### config.mk
export PLATFORM = sky130hd
export DESIGN_NAME = restart_supervisor
export DESIGN_NICKNAME = d
export VERILOG_FILES = /design/src/rtl/rsup_pkg.sv /design/src/rtl/rsup_fault_prio.sv /design/src/rtl/rsup_therm_lock.sv /design/src/rtl/rsup_fsm.sv /design/src/rtl/restart_supervisor.sv
export SDC_FILE = /design/constraint.sdc
export NUM_CORES = 1
export LEC_CHECK = 0
export BUFFER_PORTS_ARGS = -buffer_cell sky130_fd_sc_hd__buf_4
export CORE_AREA = 2 2 39 41
export CTS_CLUSTER_SIZE = 10
export DETAILED_ROUTE_END_ITERATION = 7
export DIE_AREA = 0 0 41 43
export PLACE_DENSITY = 0.63
export SYNTH_ARGS = -nofsm -noshare
export SYNTH_HDL_FRONTEND = slang
export SYNTH_SLANG_ARGS = --single-unit
export TNS_END_PERCENT = 1
### constraint.sdc
create_clock -name clk -period 4.5 [get_ports clk]
set_input_delay 0.225 -clock clk [delete_from_list [all_inputs] [get_ports clk]]
set_output_delay 0.225 -clock clk [all_outputs]
set_load 0.03 [all_outputs]
### src/rtl/rsup_pkg.sv
package rsup_pkg;

    typedef enum logic [1:0] {
        ST_CHARGE = 2'd0,
        ST_RUN    = 2'd1,
        ST_HALT   = 2'd2
    } sup_state_t;

    localparam int CODE_W = 3;

    typedef enum logic [CODE_W-1:0] {
        FC_NONE     = 3'd0,
        FC_OVERLOAD = 3'd1,
        FC_OVERVOLT = 3'd2,
        FC_OVERCUR  = 3'd3,
        FC_SHORT    = 3'd4,
        FC_THERMAL  = 3'd5
    } fault_code_t;

endpackage

### src/rtl/rsup_fault_prio.sv
module rsup_fault_prio
    import rsup_pkg::*;
(
    input  logic        fb_overload,
    input  logic        vcc_ovp,
    input  logic        over_current,
    input  logic        out_short,
    input  logic        temp_hot,
    output logic        any_fault,
    output fault_code_t cause
);
    // thermal > over-voltage > over-current > short > overload
    always_comb begin
        if (temp_hot)          cause = FC_THERMAL;
        else if (vcc_ovp)      cause = FC_OVERVOLT;
        else if (over_current) cause = FC_OVERCUR;
        else if (out_short)    cause = FC_SHORT;
        else if (fb_overload)  cause = FC_OVERLOAD;
        else                   cause = FC_NONE;
    end

    assign any_fault = temp_hot | vcc_ovp | over_current | out_short | fb_overload;

    always_comb begin
        a_r6_cause_nonzero: assert (any_fault == (cause != FC_NONE))
            else $error("R6: cause does not match fault presence");
    end
endmodule

### src/rtl/rsup_therm_lock.sv
module rsup_therm_lock (
    input  logic clk,
    input  logic rst_n,
    input  logic temp_hot,
    input  logic temp_cooled,
    output logic lock
);
    always_ff @(posedge clk or negedge rst_n) begin
        if (!rst_n)                     lock <= 1'b0;
        else if (temp_hot)              lock <= 1'b1;
        else if (temp_cooled)           lock <= 1'b0;
    end

    // a hot flag always leaves the lock set
    a_r9_lock_sets: assert property (@(posedge clk) disable iff (!rst_n)
        temp_hot |=> lock);
    // without a cooled indication the lock never falls
    a_r9_lock_holds: assert property (@(posedge clk) disable iff (!rst_n)
        (lock && !temp_cooled) |=> lock);
endmodule

### src/rtl/rsup_fsm.sv
module rsup_fsm
    import rsup_pkg::*;
(
    input  logic        clk,
    input  logic        rst_n,
    input  logic        vcc_start,
    input  logic        vcc_stop,
    input  logic        any_fault,
    input  fault_code_t cause,
    input  logic        therm_lock,
    output sup_state_t  state,
    output fault_code_t code_q
);
    sup_state_t state_d;

    // next-state decision
    always_comb begin
        state_d = state;
        unique case (state)
            ST_CHARGE: if (vcc_start) state_d = therm_lock ? ST_HALT : ST_RUN;
            ST_RUN: begin
                if (any_fault)     state_d = ST_HALT;
                else if (vcc_stop) state_d = ST_CHARGE;
            end
            ST_HALT:   if (vcc_stop) state_d = ST_CHARGE;
            default:   state_d = ST_CHARGE;
        endcase
    end

    // state register
    always_ff @(posedge clk or negedge rst_n) begin
        if (!rst_n) state <= ST_CHARGE;
        else        state <= state_d;
    end

    // fault status register
    always_ff @(posedge clk or negedge rst_n) begin
        if (!rst_n) begin
            code_q <= FC_NONE;
        end else if (state == ST_RUN && state_d == ST_HALT) begin
            code_q <= cause;
        end else if (state == ST_CHARGE && state_d == ST_RUN) begin
            code_q <= FC_NONE;
        end else if (state == ST_CHARGE && state_d == ST_HALT && code_q == FC_NONE) begin
            code_q <= FC_THERMAL;
        end
    end

    a_r2_no_start_without_supply: assert property (@(posedge clk) disable iff (!rst_n)
        (state == ST_CHARGE && !vcc_start) |=> state != ST_RUN);
    a_r4_fault_trips: assert property (@(posedge clk) disable iff (!rst_n)
        (state == ST_RUN && any_fault) |=> state == ST_HALT);
    a_r5_halt_holds: assert property (@(posedge clk) disable iff (!rst_n)
        (state == ST_HALT && !vcc_stop) |=> state == ST_HALT);
    a_r7_code_held_in_halt: assert property (@(posedge clk) disable iff (!rst_n)
        (state == ST_HALT) |=> $stable(code_q));
    a_r9_lock_blocks_start: assert property (@(posedge clk) disable iff (!rst_n)
        (state == ST_CHARGE && therm_lock) |=> state != ST_RUN);
endmodule

### src/rtl/restart_supervisor.sv
module restart_supervisor
    import rsup_pkg::*;
(
    input  logic              clk,
    input  logic              rst_n,
    input  logic              vcc_start,
    input  logic              vcc_stop,
    input  logic              vcc_ovp,
    input  logic              fb_overload,
    input  logic              over_current,
    input  logic              out_short,
    input  logic              temp_hot,
    input  logic              temp_cooled,
    output logic              switch_en,
    output logic              startup_en,
    output logic              halted,
    output logic [CODE_W-1:0] fault_code
);
    logic        any_fault;
    logic        therm_lock;
    fault_code_t cause;
    fault_code_t code_q;
    sup_state_t  state;

    rsup_fault_prio u_prio (
        .fb_overload  (fb_overload),
        .vcc_ovp      (vcc_ovp),
        .over_current (over_current),
        .out_short    (out_short),
        .temp_hot     (temp_hot),
        .any_fault    (any_fault),
        .cause        (cause)
    );

    rsup_therm_lock u_therm (
        .clk         (clk),
        .rst_n       (rst_n),
        .temp_hot    (temp_hot),
        .temp_cooled (temp_cooled),
        .lock        (therm_lock)
    );

    rsup_fsm u_fsm (
        .clk        (clk),
        .rst_n      (rst_n),
        .vcc_start  (vcc_start),
        .vcc_stop   (vcc_stop),
        .any_fault  (any_fault),
        .cause      (cause),
        .therm_lock (therm_lock),
        .state      (state),
        .code_q     (code_q)
    );

    // output decode
    always_comb begin
        switch_en  = 1'b0;
        startup_en = 1'b0;
        halted     = 1'b0;
        unique case (state)
            ST_CHARGE: startup_en = 1'b1;
            ST_RUN:    switch_en  = 1'b1;
            ST_HALT:   halted     = 1'b1;
            default:   startup_en = 1'b1;
        endcase
        fault_code = code_q;
    end

    always_comb begin
        if (rst_n) begin
            a_r10_exclusive: assert (!(switch_en && startup_en))
                else $error("R10: switching and start-up source both on");
        end
    end
endmodule

* Word level (Yosys, flattened, before mapping) *
Cells that the tools add are included.

operators by class
  eq/ne operators = 4
  multiplexer cells = 18
  bitwise gates (word level) = 4
  reductions and logical operators = 9

operators by type and width
  cell                number
  $mux 3              7
  $mux 2              4
  $mux 1              6
  $pmux 2 s3          1
  $eq 2x1->1 const B  2
  $eq 2x2->1 const B  2
  $logic_and 1x1->1   4
  $or 1x1->1          4
  $logic_not 3->1     1
  $reduce_bool 3->1   1
  $logic_not 2->1     1
  $reduce_bool 2->1   1
  $reduce_or 2->1     1

word-level totals
  register bits = 6
  input bits = 10
  output and inout port bits = 6
  word-level logic and storage cells = 38

* Longest topological paths before layout *
  word-level depth = 12
  gate-level depth with buffers = 7
  gate-level depth less buffers = 7

* By module *
Synthesis repeated with hierarchy kept, for this count alone.

unflattened totals
  cell total of the unflattened synthesis = 43
  area total of the unflattened synthesis = 379.1 um2

by module, submodules not included
  module              instances  cells an instance  area each (um2)
  rsup_fsm            1          28                 269.0
  rsup_fault_prio     1          8                  41.3
  rsup_therm_lock     1          3                  36.3
  restart_supervisor  1          4                  32.5

* Worst setup path after synthesis *
Ideal clock, no wire load.

  kind = register -> register
  start point = register u_fsm.state[1]
  end point = register u_fsm.code_q[0]
  arrival time = 1.807 ns
  data required time = 4.414 ns
  path slack = 2.607 ns
  stages on the path, launching flop included = 8
  path buffers = 0
  cell sequence = dfrtp_1 > inv_1 > ha_1 > inv_1 > a32o_1 > and3_1 > mux2_4 > o221ai_2

on the way
  cells in the longest elaborated chain, start to end = 7
  elaborated cells between the ends (all ways) = 16

ends and longest elaborated chain
  element                                             line                                            source
  start, declared                                     rsup_fsm.sv:11                                  output sup_state_t state,
  start signal, assigned                              rsup_fsm.sv:33                                  else state <= state_d;
  $mux 2                                              rsup_fsm.sv:23, rsup_fsm.sv:25
  $mux 2                                              rsup_fsm.sv:22                                  if (any_fault) state_d = ST_HALT;
  $pmux 2 s3                                          rsup_fsm.sv:19                                  unique case (state)
  $eq 2x1->1 / $eq 2x2->1 (equally long branches)     rsup_fsm.sv:42, rsup_fsm.sv:40, rsup_fsm.sv:44
  $logic_and 1x1->1, on equally long branches         rsup_fsm.sv:42, rsup_fsm.sv:44
  $mux 3 / $logic_and 1x1->1 (equally long branches)  rsup_fsm.sv:42, rsup_fsm.sv:44
  $mux 3 / $reduce_bool 3->1 (equally long branches)  -
  end signal, assigned                                rsup_fsm.sv:41                                  code_q <= cause;
  end, declared                                       rsup_fsm.sv:12                                  output fault_code_t code_q

Several ways; a longest one is shown, not always the timed one.
A chain may end at the register's enable or synchronous reset.

* Final worst setup path *
  start point = register u_fsm.state[1]
  end point = register u_fsm.code_q[2]

The elaborated chain is that of the path after synthesis.

==> metrics.txt <==
# TYPE chip_impl_metric gauge
chip_impl_info{name="status",value="completed"} 1
chip_impl_metric{name="start_util",unit=""} 0.347
chip_impl_metric{name="antenna_left",unit=""} 0
chip_impl_metric{name="timing.critical_path.arrival",unit="ps"} 1930
chip_impl_metric{name="post-route-util",unit=""} 0.467
chip_impl_metric{name="critPathBufInv",unit=""} 2
chip_impl_metric{name="skew",unit="ps"} 2.21
chip_impl_metric{name="syn-cell-area",unit="µm²"} 480
chip_impl_metric{name="timing.max_cap.violations",unit=""} 0
chip_impl_metric{name="finish.net_count",unit=""} 85
chip_impl_metric{name="tritoncts.num_buffers",unit=""} 3
chip_impl_info{name="synth.top_cells.by_count",value="inv_1, dfrtp_1, ha_1, nand2_1"} 1
chip_impl_info{name="ys.flop_type",value="dfrtp_1"} 1
chip_impl_metric{name="clock_sinks",unit=""} 6
chip_impl_metric{name="cts_max_level",unit=""} 1
chip_impl_info{name="hp-class",value="input pin to register"} 1
chip_impl_metric{name="clk-insertion-delay-late",unit="ps"} 240
chip_impl_metric{name="layout_setup_ws",unit="ps"} 2720
chip_impl_metric{name="antenna_cells",unit=""} 0
chip_impl_metric{name="count_of_vias_placed_by_the_detailed_router",unit=""} 431
chip_impl_metric{name="p_leak",unit="nW"} 0.313
chip_impl_metric{name="routedWlPerCell",unit="µm"} 11.3
chip_impl_metric{name="r2r_cells",unit=""} 7
chip_impl_metric{name="cts_max_path_buffers",unit=""} 2
chip_impl_metric{name="area.growth.synth_to_final",unit="%"} 34.4
chip_impl_metric{name="routabilityCongestion",unit=""} 0.753
chip_impl_metric{name="synth_fp_nets",unit=""} 64
chip_impl_info{name="yosysMostFrequentCell",value="inv_1"} 1
chip_impl_info{name="worstSetupEndpointType",value="register"} 1
chip_impl_info{name="critPathSlowestCell",value="dfrtp_1"} 1
chip_impl_metric{name="grt-ovfl-total",unit=""} 0
chip_impl_metric{name="worst_setup_hold_path_clk_slew",unit="ps"} 40
chip_impl_metric{name="ys_seq_elements",unit=""} 6
chip_impl_metric{name="crit_fanout",unit=""} 6
chip_impl_info{name="start_kind",value="register"} 1
chip_impl_metric{name="place_worst_setup_slack",unit="ps"} 2740
chip_impl_metric{name="first_global_vias",unit=""} 412
chip_impl_metric{name="sequential_fraction_of_the_synthesis_area",unit=""} 0.313
chip_impl_metric{name="nFillCells",unit=""} 142
chip_impl_metric{name="io_pins",unit=""} 16
chip_impl_metric{name="drt-initial-drc-count",unit=""} 2
chip_impl_info{name="cts_tree",value="built"} 1
chip_impl_metric{name="antenna_violations_before_repair",unit=""} 0
chip_impl_metric{name="post_layout_nonfiller_instances",unit=""} 85
chip_impl_metric{name="synth_async_sr_flop_share",unit=""} 1.00
chip_impl_metric{name="dieArea",unit="µm²"} 1760
chip_impl_metric{name="drv_slew",unit=""} 0
chip_impl_info{name="worstPathCellList",value="inv_1 -> ha_1 -> inv_1 -> a32o_1 -> and3_1 -> mux2_4 -> o221ai_2"} 1
chip_impl_metric{name="timing.hold.worst_path_depth",unit=""} 2
chip_impl_metric{name="grt_pass1_wl",unit="µm"} 1640
chip_impl_metric{name="timing.setup.tns",unit="ps"} 0
chip_impl_metric{name="largest_net_degree_at_the_start_of_global_routing",unit=""} 7
chip_impl_metric{name="yosysUniqueCellTypes",unit=""} 25
chip_impl_metric{name="design_power_total",unit="mW"} 0.425
chip_impl_metric{name="global_route.usage.total",unit=""} 0.138
chip_impl_metric{name="detailedPlacementHpwl",unit="µm"} 784
chip_impl_metric{name="post_drt_via_cell_ratio",unit=""} 5.07
chip_impl_info{name="top_delay_family_on_crit_path",value="flip-flops"} 1
chip_impl_info{name="unrepaired_setup_endpoints_after_global_routing",value="no"} 1
chip_impl_metric{name="final-setup-viol-count",unit=""} 0
chip_impl_metric{name="timing.final.crit_period",unit="ps"} 1780
chip_impl_metric{name="irDropWorstVdd",unit="mV"} 0.254
chip_impl_metric{name="post-cts-setup-buffer-count",unit=""} 0
chip_impl_metric{name="number_of_port_buffers",unit=""} 15
chip_impl_metric{name="drt_pass1_iterations",unit=""} 2
chip_impl_metric{name="worst_ep_required_time",unit="ps"} 4650
chip_impl_metric{name="count_of_flip_flops_with_a_built_in_enable_after_synthesis",unit=""} 0
chip_impl_metric{name="cellPowerDensity",unit="nW/µm²"} 658
chip_impl_metric{name="drc_errors",unit=""} 0
chip_impl_metric{name="top_achievable_clock_speed",unit="MHz"} 563
chip_impl_metric{name="yosys_warnings",unit=""} 0
chip_impl_info{name="crit_path_most_repeated_cell",value="inv_1"} 1
chip_impl_metric{name="hold_viol_final",unit=""} 0
chip_impl_metric{name="max-slew-margin-rel",unit=""} 0.793
chip_impl_info{name="cts_root_buffer",value="clkbuf_4"} 1
chip_impl_metric{name="synthesis.instances",unit=""} 50
chip_impl_metric{name="slew_of_the_pin_with_the_lowest_slew_margin",unit="ps"} 306
chip_impl_metric{name="chipWidth",unit="µm"} 41
chip_impl_metric{name="slowest_delay",unit="ps"} 420
chip_impl_metric{name="die-height",unit="µm"} 43
chip_impl_metric{name="postSynthAreaPerCell",unit="µm²"} 9.61
chip_impl_metric{name="fp.coreArea",unit="µm²"} 1380
chip_impl_metric{name="postRouteWirelength",unit="µm"} 961
chip_impl_metric{name="synth_top_cell_area_share",unit=""} 0.313
chip_impl_metric{name="finalCritPeriodShare",unit=""} 0.395
chip_impl_metric{name="share_of_final_layout_standard_cells_stronger_than_drive_strength_1",unit=""} 0.377
chip_impl_info{name="ys_top_cells_by_area",value="dfrtp_1, ha_1, inv_1"} 1
chip_impl_metric{name="placed_instances",unit=""} 81
chip_impl_metric{name="rows",unit=""} 14
chip_impl_info{name="criticalPathCategory",value="register to register"} 1
chip_impl_metric{name="cp.depth",unit=""} 7
chip_impl_info{name="top_cell_type_by_total_area_after_synthesis",value="dfrtp_1"} 1
==> final timing paths <==
| check | end | startpoint | slack, ps |
|---|---|---|---|
| setup / recovery | u_fsm.code_q[2]$_DFFE_PN0P_ | u_fsm.state[1]$_DFF_PN0_ | 2720 |
| hold / removal | u_therm.lock$_DFFE_PN0P_ | temp_hot | 220 |
| setup reg to reg | u_fsm.code_q[2]$_DFFE_PN0P_ | u_fsm.state[1]$_DFF_PN0_ | 2720 |
| hold reg to reg | u_therm.lock$_DFFE_PN0P_ | u_therm.lock$_DFFE_PN0P_ | 520 |
| max in group asynchronous | u_fsm.code_q[1]$_DFFE_PN0P_ | rst_n | 4040 |
| min in group asynchronous | u_therm.lock$_DFFE_PN0P_ | rst_n | 350 |
==> worst register-to-register path, cell delays in order (launching register included) <==
cell      delay [ps]
dfrtp_1          420
inv_1            100
ha_1             190
inv_1            110
a32o_1           240
and3_1           180
mux2_4           290
o221ai_2         160
==> stage by stage <==
| stage | hold slack (ps) | instance area, µm² |
|---|---|---|
| 4_1_cts | 213 | 646 |
| 5_1_grt | 232 | 646 |
| 2_1_floorplan | -70.6 | 480 |
| 6_report | 222 | 646 |
| 3_3_place_gp | 35.1 | 613 |
| 3_5_place_dp | 33.8 | 613 |
==> flip-flops by register name, indices dropped and copies added, names as in the netlist <==
register,count
u_fsm.code_q,3
u_fsm.state,2
u_therm.lock,1
==> placed cells by master, fill, tap and decap left out <==
cell type      count
o32a_1             2
nor3_1             1
nand3b_1           1
a32oi_1            1
a41oi_1            1
clkbuf_4           3
nor2_2             1
nand2_2            1
a2bb2oi_2          1
a31oi_1            1
nand2_1            4
a21oi_1            2
ha_1               4
dlygate4sd3_1      1
a32o_1             1
nor3_2             1
dfrtp_1            6
o21ai_1            1
nor2_1             2
inv_1              9
nand2b_1           2
and3_1             1
a221oi_1           1
o221ai_2           2
a21o_1             1
mux2_4             2
buf_4             15
mux2i_1            1
==> repair_timing <==
action	4_1_cts	5_1_grt
hold buffers	1	0
gates resized for setup	0	0
endpoints found under the hold margin	6	0
==> area by class of cell <==
class | count | area (µm²) | share of cell area
multi-input combinational | 35 | 297 | 0.459
sequential | 6 | 150 | 0.233
timing repair buffer | 16 | 123 | 0.190
inverter | 9 | 33.8 | 0.0523
clock buffer | 3 | 22.5 | 0.0349
tap | 16 | 20.0 | 0.0310
==> power breakdown <==
part	internal (mW)	switching [mW]	total (mW)	leakage [nW]
combinational	0.122	0.158	0.280	0.226
clock	0.0300	0.0165	0.0465	0.0138
sequential	0.0760	0.0224	0.0984	0.0734
total	0.228	0.197	0.425	0.313
==> layer usage <==
layer / vias to the layer above / share of wire / global-route usage
met3: 2 / 0.054 / 0.0157
met5: - / 0 / 0
met2: 10 / 0.51 / 0.200
met1: 199 / 0.43 / 0.179
met4: 0 / 0.0062 / 0.100
li1: 220 / - / -
==> kinds of logic (layout without fill, tap and decap cells) <==
logic type / after synthesis / count (layout) / share of synthesized area
simple gates: 14 / 14 / 0.159
mux: 3 / 3 / 0.0833
buf+inv: 9 / 28 / 0.0703
compound gates: 14 / 14 / 0.271
fa+ha+maj: 4 / 4 / 0.104
flops: 6 / 6 / 0.312
Note: power is estimated with default switching activity, not from simulation.
